===== config.mk =====
export PLATFORM = sky130hd
export DESIGN_NAME = nand_ecc_gen
export DESIGN_NICKNAME = d
export VERILOG_FILES = /design/src/rtl/nand_ecc_pkg.sv /design/src/rtl/ecc_byte_contrib.sv /design/src/rtl/ecc_sector_ctl.sv /design/src/rtl/ecc_accum.sv /design/src/rtl/nand_ecc_gen.sv
export SDC_FILE = /design/constraint.sdc
export NUM_CORES = 1
export LEC_CHECK = 0
export ABC_AREA = 1
export ABC_CLOCK_PERIOD_IN_PS = 1700
export BUFFER_PORTS_ARGS = -buffer_cell sky130_fd_sc_hd__buf_2
export CAP_MARGIN = 40
export CELL_PAD_IN_SITES_DETAIL_PLACEMENT = 0
export CELL_PAD_IN_SITES_GLOBAL_PLACEMENT = 1
export CORE_ASPECT_RATIO = 0.5
export CORE_UTILIZATION = 32
export CTS_CLUSTER_DIAMETER = 100
export DETAILED_ROUTE_END_ITERATION = 12
export PLACE_DENSITY = 0.78
export SLEW_MARGIN = 20
export SYNTH_ARGS = -nofsm -noshare
export SYNTH_HDL_FRONTEND = slang
export SYNTH_SLANG_ARGS = --single-unit

===== constraint.sdc =====
create_clock -name clk -period 1.7 [get_ports clk]
set_input_delay 0.17 -clock clk [delete_from_list [all_inputs] [get_ports clk]]
set_output_delay 0.17 -clock clk [all_outputs]
set_load 0.01 [all_outputs]

===== src/rtl/nand_ecc_pkg.sv =====
package nand_ecc_pkg;
  localparam int unsigned REG_W     = 32;
  localparam int unsigned HI_OFS    = 16;
  localparam int unsigned START_BIT = 8;

  // Parity group width: bit-in-byte lines plus byte-index lines.
  function automatic int unsigned grp_width(input int unsigned data_w,
                                            input int unsigned sector_bytes);
    return $clog2(data_w) + $clog2(sector_bytes);
  endfunction
endpackage


===== src/rtl/ecc_byte_contrib.sv =====
module ecc_byte_contrib #(
  parameter int unsigned DATA_W = 8,
  parameter int unsigned IDX_W  = 9
) (
  input  logic [DATA_W-1:0]                  data_i,
  input  logic [IDX_W-1:0]                   idx_i,
  output logic [$clog2(DATA_W)+IDX_W-1:0]    one_o,
  output logic [$clog2(DATA_W)+IDX_W-1:0]    zero_o
);
  localparam int unsigned BIT_W = $clog2(DATA_W);

  function automatic logic [DATA_W-1:0] line_mask(input int unsigned k);
    logic [DATA_W-1:0] m;
    for (int unsigned j = 0; j < DATA_W; j++) m[j] = ((j >> k) & 1) != 0;
    return m;
  endfunction

  logic row_par;
  assign row_par = ^data_i;

  genvar g;
  generate
    for (g = 0; g < BIT_W; g++) begin : g_col
      localparam logic [DATA_W-1:0] MASK = line_mask(g);
      assign one_o[g]  = ^(data_i & MASK);
      assign zero_o[g] = ^(data_i & ~MASK);
    end
    for (g = 0; g < IDX_W; g++) begin : g_row
      assign one_o[BIT_W+g]  = row_par & idx_i[g];
      assign zero_o[BIT_W+g] = row_par & ~idx_i[g];
    end
  endgenerate
endmodule


===== src/rtl/ecc_sector_ctl.sv =====
module ecc_sector_ctl #(
  parameter int unsigned SECTOR_BYTES = 512
) (
  input  logic                            clk,
  input  logic                            rst,
  input  logic                            start_i,
  input  logic                            rd_clr_i,
  input  logic                            in_valid_i,
  output logic                            accept_o,
  output logic [$clog2(SECTOR_BYTES)-1:0] idx_o,
  output logic                            done_o
);
  localparam int unsigned IDX_W = $clog2(SECTOR_BYTES);
  localparam int unsigned CNT_W = IDX_W + 1;
  localparam logic [CNT_W-1:0] FULL_CNT = CNT_W'(SECTOR_BYTES);
  localparam logic [CNT_W-1:0] LAST_CNT = CNT_W'(SECTOR_BYTES - 1);

  logic             armed_q;
  logic [CNT_W-1:0] cnt_q;
  logic             done_q;
  logic             full;

  assign full     = (cnt_q == FULL_CNT);
  assign accept_o = in_valid_i & armed_q & ~full & ~start_i & ~rd_clr_i;
  assign idx_o    = cnt_q[IDX_W-1:0];
  assign done_o   = done_q;

  always_ff @(posedge clk) begin
    if (rst) begin
      armed_q <= 1'b0;
      cnt_q   <= '0;
      done_q  <= 1'b0;
    end else if (start_i) begin
      armed_q <= 1'b1;
      cnt_q   <= '0;
      done_q  <= 1'b0;
    end else if (rd_clr_i) begin
      cnt_q   <= '0;
      done_q  <= 1'b0;
    end else if (accept_o) begin
      cnt_q <= cnt_q + 1'b1;
      if (cnt_q == LAST_CNT) done_q <= 1'b1;
    end
  end
endmodule


===== src/rtl/ecc_accum.sv =====
module ecc_accum #(
  parameter int unsigned GW = 12
) (
  input  logic          clk,
  input  logic          rst,
  input  logic          clear_i,
  input  logic          accept_i,
  input  logic [GW-1:0] one_c_i,
  input  logic [GW-1:0] zero_c_i,
  output logic [GW-1:0] one_q_o,
  output logic [GW-1:0] zero_q_o,
  output logic [2*GW-1:0] code_q_o
);
  logic [GW-1:0] one_n, zero_n;

  always_comb begin
    one_n  = one_q_o ^ one_c_i;
    zero_n = zero_q_o ^ zero_c_i;
  end

  always_ff @(posedge clk) begin
    if (rst || clear_i) begin
      one_q_o  <= '0;
      zero_q_o <= '0;
      code_q_o <= '1;
    end else if (accept_i) begin
      one_q_o  <= one_n;
      zero_q_o <= zero_n;
      code_q_o <= ~{one_n, zero_n};
    end
  end
endmodule


===== src/rtl/nand_ecc_gen.sv =====
module nand_ecc_gen
  import nand_ecc_pkg::*;
#(
  parameter int unsigned DATA_W       = 8,
  parameter int unsigned SECTOR_BYTES = 512
) (
  input  logic                  clk,
  input  logic                  rst,
  input  logic                  ctl_we_i,
  input  logic [REG_W-1:0]      ctl_wdata_i,
  input  logic                  rd_i,
  input  logic                  in_valid_i,
  input  logic [DATA_W-1:0]     in_data_i,
  output logic [REG_W-1:0]      ecc_reg_o,
  output logic [2*grp_width(DATA_W, SECTOR_BYTES)-1:0] code_o,
  output logic                  done_o
);
  localparam int unsigned IDX_W = $clog2(SECTOR_BYTES);
  localparam int unsigned GW    = grp_width(DATA_W, SECTOR_BYTES);

  logic             start;
  logic             accept;
  logic [IDX_W-1:0] idx;
  logic [GW-1:0]    one_c, zero_c, one_q, zero_q;
  logic [REG_W-1:0] unused_ctl_bits;

  assign start           = ctl_we_i & ctl_wdata_i[START_BIT];
  assign unused_ctl_bits = ctl_wdata_i;

  ecc_sector_ctl #(.SECTOR_BYTES(SECTOR_BYTES)) u_ctl (
    .clk       (clk),
    .rst       (rst),
    .start_i   (start),
    .rd_clr_i  (rd_i),
    .in_valid_i(in_valid_i),
    .accept_o  (accept),
    .idx_o     (idx),
    .done_o    (done_o)
  );

  ecc_byte_contrib #(.DATA_W(DATA_W), .IDX_W(IDX_W)) u_contrib (
    .data_i(in_data_i),
    .idx_i (idx),
    .one_o (one_c),
    .zero_o(zero_c)
  );

  ecc_accum #(.GW(GW)) u_acc (
    .clk     (clk),
    .rst     (rst),
    .clear_i (start | rd_i),
    .accept_i(accept),
    .one_c_i (one_c),
    .zero_c_i(zero_c),
    .one_q_o (one_q),
    .zero_q_o(zero_q),
    .code_q_o(code_o)
  );

  genvar b;
  generate
    for (b = 0; b < REG_W; b++) begin : g_reg
      if (b < GW) begin : g_zero
        assign ecc_reg_o[b] = zero_q[b];
      end else if (b >= HI_OFS && b < HI_OFS + GW) begin : g_one
        assign ecc_reg_o[b] = one_q[b-HI_OFS];
      end else begin : g_pad
        assign ecc_reg_o[b] = 1'b0;
      end
    end
  endgenerate
endmodule


==> qor.csv, run 1 <==
metric,value,unit
status,completed,
dr_total_vias,3040,
yosys-top-cells-area,"dfxtp_1 39%, nand2_1 17%, nand3_1 11%",
critPathKind,register to register,
grt_antenna_before_repair,0,
ys_types,30,
wirelength,8160,um
syn_area,0.00312,mm2
cp.arrival,1.84,ns
diodes,0,
reg2reg_depth,8,
power_leakage,0.00174,uW
core-area,0.00945,mm2
clk_latency,0.33,ns
path_clk_slew,0.05,ns
drv_slew,0,
ys_async_sr_fraction,0,%
multiInputGateArea,0.00159,mm2
synth_cells,450,
start_util,33.0,%
chipHeight,71.8,um
die_x,142,um
nNetsFinal,581,
grt_first_pass_wirelength,12600,um
drcViolationCount,0,
synth_edf_count,0,
drt_iter0_markers,205,
cts.sinks,60,
path_cells,inv_2 > nand4_1 > nor3_4 > nor2_4 > buf_6 > clkbuf_16 > nand2_1 > nand3_1,
first_pass_iters,4,
fmax,614,MHz
cpMaxStageDelayCell,dfxtp_1,
final_common_cell,nand2_1,
ys_seq_area_share,38.5,%
cts_tree,built,
cp-endpoint,u_acc.code_q_o[3]$_SDFFE_PP1P_,
cp-start-kind,register,
grt_max_degree,51,
cts_root_buf,clkbuf_16,
critical_path_required,1.91,ns
viasPerCell,4.54,
setup_viol,0,
place_hpwl,5370,um
grt_pass1_vias,2664,
cpPeakStageDelay,0.31,ns
dieArea,0.0102,mm2
drive_gt1_share,27.7,%
grt-ovfl-total,0,
cts_buffers,9,
cp_top_family,simple AND/OR/NAND/NOR gates,
most-common-layout-cells,"138 x nand2_1, 64 x nand3_1, 62 x buf_2",
placement.cell_area,0.00363,mm2
finalHoldViolCount,0,
numPortBuffers,62,
period_minus_slack,1.63,ns
path_depth,8,
setup_ws,0.0712,ns
n_fill_cell,1000,
ant_nets,0,
ys.flop_type,dfxtp_1,
gp_congestion,0.792,
ios,102,
wire_per_inst,12.2,um
critPathLaunch,u_ctl.cnt_q[4]$_SDFFE_PP0P_,
ys_seq_elements,60,
fin_crit_sh,95.8,%
rows,25,
ff2ff_setup_slack,0.07,ns
yosysWarnings,0,
finClkSkew,0.00319,ns
seq_area,0.00120,mm2
regToRegEndpoint,u_acc.code_q_o[3]$_SDFFE_PP1P_,
synth_top_area_share,38.5,%
timing.rr.start,u_ctl.cnt_q[4]$_SDFFE_PP0P_,
cts.path.max_buffers,2,
yosysTopAreaCell,dfxtp_1,
power_density,840,mW/mm2
avgSynthCellArea,6.93,um2
dp_worst_setup_slack,-0.0341,ns
grt_usage,16.1,%
rsz0062_at_grt,false,
syn_to_final_growth,29.3,%
hp-class,primary input to register,
fin_area,0.00403,mm2
htreeDepth,3,
drv_cap,0,
path_max_fanout,13,
vdd_ir_drop_max,421,uV
end_kind,register,
critPathBufInv,3,
==> what timing repair did <==
| action | 4_1_cts | 5_1_grt |
|---|---|---|
| buffers inserted | 0 | 3 |
| endpoints found under the hold margin | 1 | 0 |
| gates cloned | 0 | 3 |
| resized for setup | 2 | 22 |
| pin swaps | 0 | 4 |
| hold buffers | 1 | 0 |
| endpoints found under the setup margin | 7 | 53 |
==> logic make-up after synthesis <==
group                      Yosys count  synth area share [%]
adders and majority gates            2                 0.803
and+or+nand+nor                    258                  37.9
AOI/OAI and AO/OA                   41                  6.58
buffers and inverters               76                  12.7
DFF                                 60                  38.5
other                                1                 0.120
xor gates and xnor gates            12                  3.37
==> metrics by stage <==
| stage | setup TNS [ns] | power [uW] | hold slack, ns | util (%) | instances |
|---|---|---|---|---|---|
| 2_1_floorplan | 0 | 1770 | 0.239 | - | 457 |
| 3_3_place_gp | 0 | 1820 | 0.346 | 38.4 | 651 |
| 3_5_place_dp | -0.104 | 1830 | 0.352 | 38.4 | 651 |
| 4_1_cts | -0.0440 | 3410 | 0.119 | 41.2 | 664 |
| 5_1_grt | 0 | 3550 | 0.158 | 42.7 | 670 |
| 6_report | 0 | 3390 | 0.134 | 42.7 | 670 |
==> worst min-delay path, cell delays in order <==
cell	delay, ns
buf_2	0.09
nand2_1	0.08
a21oi_1	0.07
==> routing by layer <==
layer | up-vias | GRT usage, % | share of wire (%)
met2 | 77 | 24.4 | 43
met4 | 0 | 5.73 | 0.72
met3 | 8 | 5.35 | 6.1
met1 | 1367 | 21.3 | 50
li1 | 1588 | - | -
met5 | - | 0 | 0
==> cell type report <==
cell class / count / area share (%)
flip-flops and latches: 60 / 29.9
well taps: 135 / 4.19
inverters: 49 / 4.81
multi-input cells: 321 / 39.4
repair buffers: 93 / 15.6
clock buffers: 12 / 6.12
==> worst min-delay path by stage <==
stage              startpoint                          to  slack [ns]  depth (start not counted)
2_1_floorplan             rst  u_ctl.armed_q$_SDFFE_PP0P_        0.24                          1
3_3_place_gp              rst  u_ctl.armed_q$_SDFFE_PP0P_        0.35                          2
3_5_place_dp              rst  u_ctl.armed_q$_SDFFE_PP0P_        0.35                          2
4_1_cts        ctl_wdata_i[8]  u_ctl.armed_q$_SDFFE_PP0P_        0.12                          3
5_1_grt              ctl_we_i  u_ctl.armed_q$_SDFFE_PP0P_        0.16                          3
6_report       ctl_wdata_i[8]  u_ctl.armed_q$_SDFFE_PP0P_        0.13                          3
==> synth_stat cells (2+ instances only) <==
| cell type | instances |
|---|---|
| o21ai_0 | 10 |
| nand2_4 | 2 |
| nand2_2 | 11 |
| a21oi_1 | 28 |
| xor2_1 | 4 |
| buf_2 | 4 |
| inv_1 | 41 |
| clkinv_2 | 2 |
| nand4_1 | 6 |
| or2_2 | 2 |
| buf_6 | 5 |
| nor3_1 | 6 |
| nand3_1 | 66 |
| nor2_1 | 15 |
| o21ai_1 | 3 |
| clkbuf_1 | 4 |
| ha_1 | 2 |
| nand3_2 | 6 |
| xnor2_1 | 8 |
| nor2_2 | 2 |
| inv_2 | 5 |
| buf_4 | 13 |
| dfxtp_1 | 60 |
| nand2_1 | 139 |
==> sequential cells by signal (all words and copies together) (netlist names) <==
signal,cells
u_ctl.cnt_q,10
u_acc.one_q_o,12
u_ctl.done_o,1
u_acc.code_q_o,24
u_ctl.armed_q,1
u_acc.zero_q_o,12
==> power by group <==
group	switching (uW)	internal (uW)	leakage [uW]
Sequential	6.31	1420	0.000486
Combinational	251	139	0.00114
Clock	581	990	0.000120
Total	838	2550	0.00174
Note: power is estimated with default switching activity, not from simulation.
==> inputs of run 2 (changes only) <==
--- a/config.mk
+++ b/config.mk
@@ -12,10 +12,10 @@
 export CELL_PAD_IN_SITES_DETAIL_PLACEMENT = 0
 export CELL_PAD_IN_SITES_GLOBAL_PLACEMENT = 1
 export CORE_ASPECT_RATIO = 0.5
-export CORE_UTILIZATION = 32
+export CORE_UTILIZATION = 31
 export CTS_CLUSTER_DIAMETER = 100
 export DETAILED_ROUTE_END_ITERATION = 12
-export PLACE_DENSITY = 0.78
+export PLACE_DENSITY = 0.76
 export SLEW_MARGIN = 20
 export SYNTH_ARGS = -nofsm -noshare
 export SYNTH_HDL_FRONTEND = slang
==> run 2 against run 1 <==
  * Register-to-register slack better by 0.02 ns
  * Fmax is 1.2% higher
  * Clock power increased by 4%
  * Die area rose by 3.2%
  * Cell area shrank 1.6%
  * Critical endpoint is now u_acc.code_q_o[0]$_SDFFE_PP1P_
  * Largest cell class unchanged
==> qor.csv, run 2 (synthesized netlist as in run 1, its figures left out) <==
metric,value,unit
wirelength,7570,um
drv_slew,0,
first_pass_iters,4,
cts_buffers,9,
reg_top3,"u_acc.code_q_o: 24 flops, u_acc.one_q_o: 12 flops, u_acc.zero_q_o: 12 flops",
power_leakage,0.00172,uW
fin_crit_sh,94.7,%
grt_pass1_vias,2613,
status,completed,
numPortBuffers,62,
ff2ff_setup_slack,0.09,ns
dr_total_vias,2939,
core-area,0.00960,mm2
end_kind,register,
power,3440,uW
reg2reg_depth,8,
grt_first_pass_wirelength,12300,um
cts_tree,built,
most-common-layout-cells,"139 x nand2_1, 65 x nand3_1, 62 x buf_2",
cp-endpoint,u_acc.code_q_o[0]$_SDFFE_PP1P_,
dp_worst_setup_slack,0.106,ns
largest_reg_flops,24,
fmax,621,MHz
path_cells,inv_2 > nand4_1 > nor3_4 > nor2_4 > buf_4 > clkbuf_16 > o21ai_0 > nand2_1,
cts.path.max_buffers,2,
drv_cap,0,
critPathLaunch,u_ctl.cnt_q[4]$_SDFFE_PP0P_,
start_util,32.5,%
cts.sinks,60,
place_hpwl,5270,um
n_fill_cell,1047,
ant_nets,0,
nNetsFinal,576,
rows,25,
final_core_util,41.3,%
wire_per_inst,11.3,um
regToRegEndpoint,u_acc.code_q_o[0]$_SDFFE_PP1P_,
period_minus_slack,1.61,ns
grt_usage,15.2,%
cts_root_buf,clkbuf_16,
grt_max_degree,39,
timing.rr.start,u_ctl.cnt_q[4]$_SDFFE_PP0P_,
drive_gt1_share,25.5,%
setup_viol,0,
critPathKind,register to register,
path_max_fanout,19,
drt_iter0_markers,151,
finalHoldViolCount,0,
finClkSkew,0.00848,ns
setup_ws,0.0906,ns
die_x,144,um
ios,102,
path_clk_slew,0.05,ns
cp-start-kind,register,
chipHeight,72.9,um
grt_antenna_before_repair,0,
dieArea,0.0105,mm2
clk_latency,0.32,ns
cpMaxStageDelayCell,dfxtp_1,
syn_to_final_growth,27.3,%
final_common_cell,nand2_1,
hp-class,primary input to register,
regMostFlops,u_acc.code_q_o,
htreeDepth,3,
diodes,0,
viasPerCell,4.40,
cp.arrival,1.82,ns
critical_path_required,1.91,ns
cpPeakStageDelay,0.35,ns
holdWs,0.0168,ns
drcViolationCount,0,
grt-ovfl-total,0,
gp_congestion,0.786,
vdd_ir_drop_max,383,uV
power_density,866,mW/mm2
run 2: cell types whose count changed in the layout (fill, tap and decap cells not counted), sizes merged:
cell         before  now
buf              90   87
clkinv            1    4
clkinvlp          1    0
dlygate4sd3       1    0
run 2: critical path: cells and delay by family, from the launching register on:
family	cells	cell delay (ns)
buf+inv	3	0.43
simple gates	4	0.57
flops	1	0.35
compound gates	1	0.15
run 2: timing repair:
action,CTS,global route
endpoints found under the setup margin,0,19
gates resized for setup,0,7
hold buffers,0,0
buffers inserted,0,4
run 2: stage by stage:
stage / std cells / TNS, ns / cell area, um2
floorplan: 457 / 0 / 3140
global placement: 648 / 0 / 3620
detailed placement: 648 / 0 / 3620
CTS: 663 / 0 / 3890
global route: 668 / -0.0221 / 3970
finish: 668 / 0 / 3970
run 2: how the worst min path moves through the flow:
| stage | startpoint | end | slack (ns) | cells past startpoint |
|---|---|---|---|---|
| after global routing | rst | u_ctl.armed_q$_SDFFE_PP0P_ | 0.01 | 2 |
| after floorplan | rst | u_ctl.armed_q$_SDFFE_PP0P_ | 0.24 | 1 |
| after global placement | rst | u_ctl.armed_q$_SDFFE_PP0P_ | 0.34 | 2 |
| after detailed placement | rst | u_ctl.armed_q$_SDFFE_PP0P_ | 0.35 | 2 |
| after CTS | rst | u_ctl.armed_q$_SDFFE_PP0P_ | 0.008 | 2 |
| final | rst | u_ctl.armed_q$_SDFFE_PP0P_ | 0.02 | 2 |
run 2: where the power goes:
part / internal, uW / switching [uW]
Clock: 1050 / 584
Combinational: 135 / 242
Sequential: 1420 / 5.82
Total: 2600 / 832
run 2: cell type report:
cell class | instances | area [um2] | area share, %
clock buffers | 13 | 260 | 6.56
repair buffers | 88 | 577 | 14.5
multi-input cells | 321 | 1560 | 39.4
clock inverters | 2 | 10.0 | 0.252
inverters | 49 | 188 | 4.73
well taps | 135 | 169 | 4.26
flip-flops and latches | 60 | 1200 | 30.3
run 2: per-layer routing:
metal	global-route usage [%]	vias to the layer above	share of wire, %
met3	4.27	9	5.3
met4	6.50	0	1.4
met2	23.7	54	43
met1	19.8	1300	50
li1	-	1576	-
met5	0	-	0
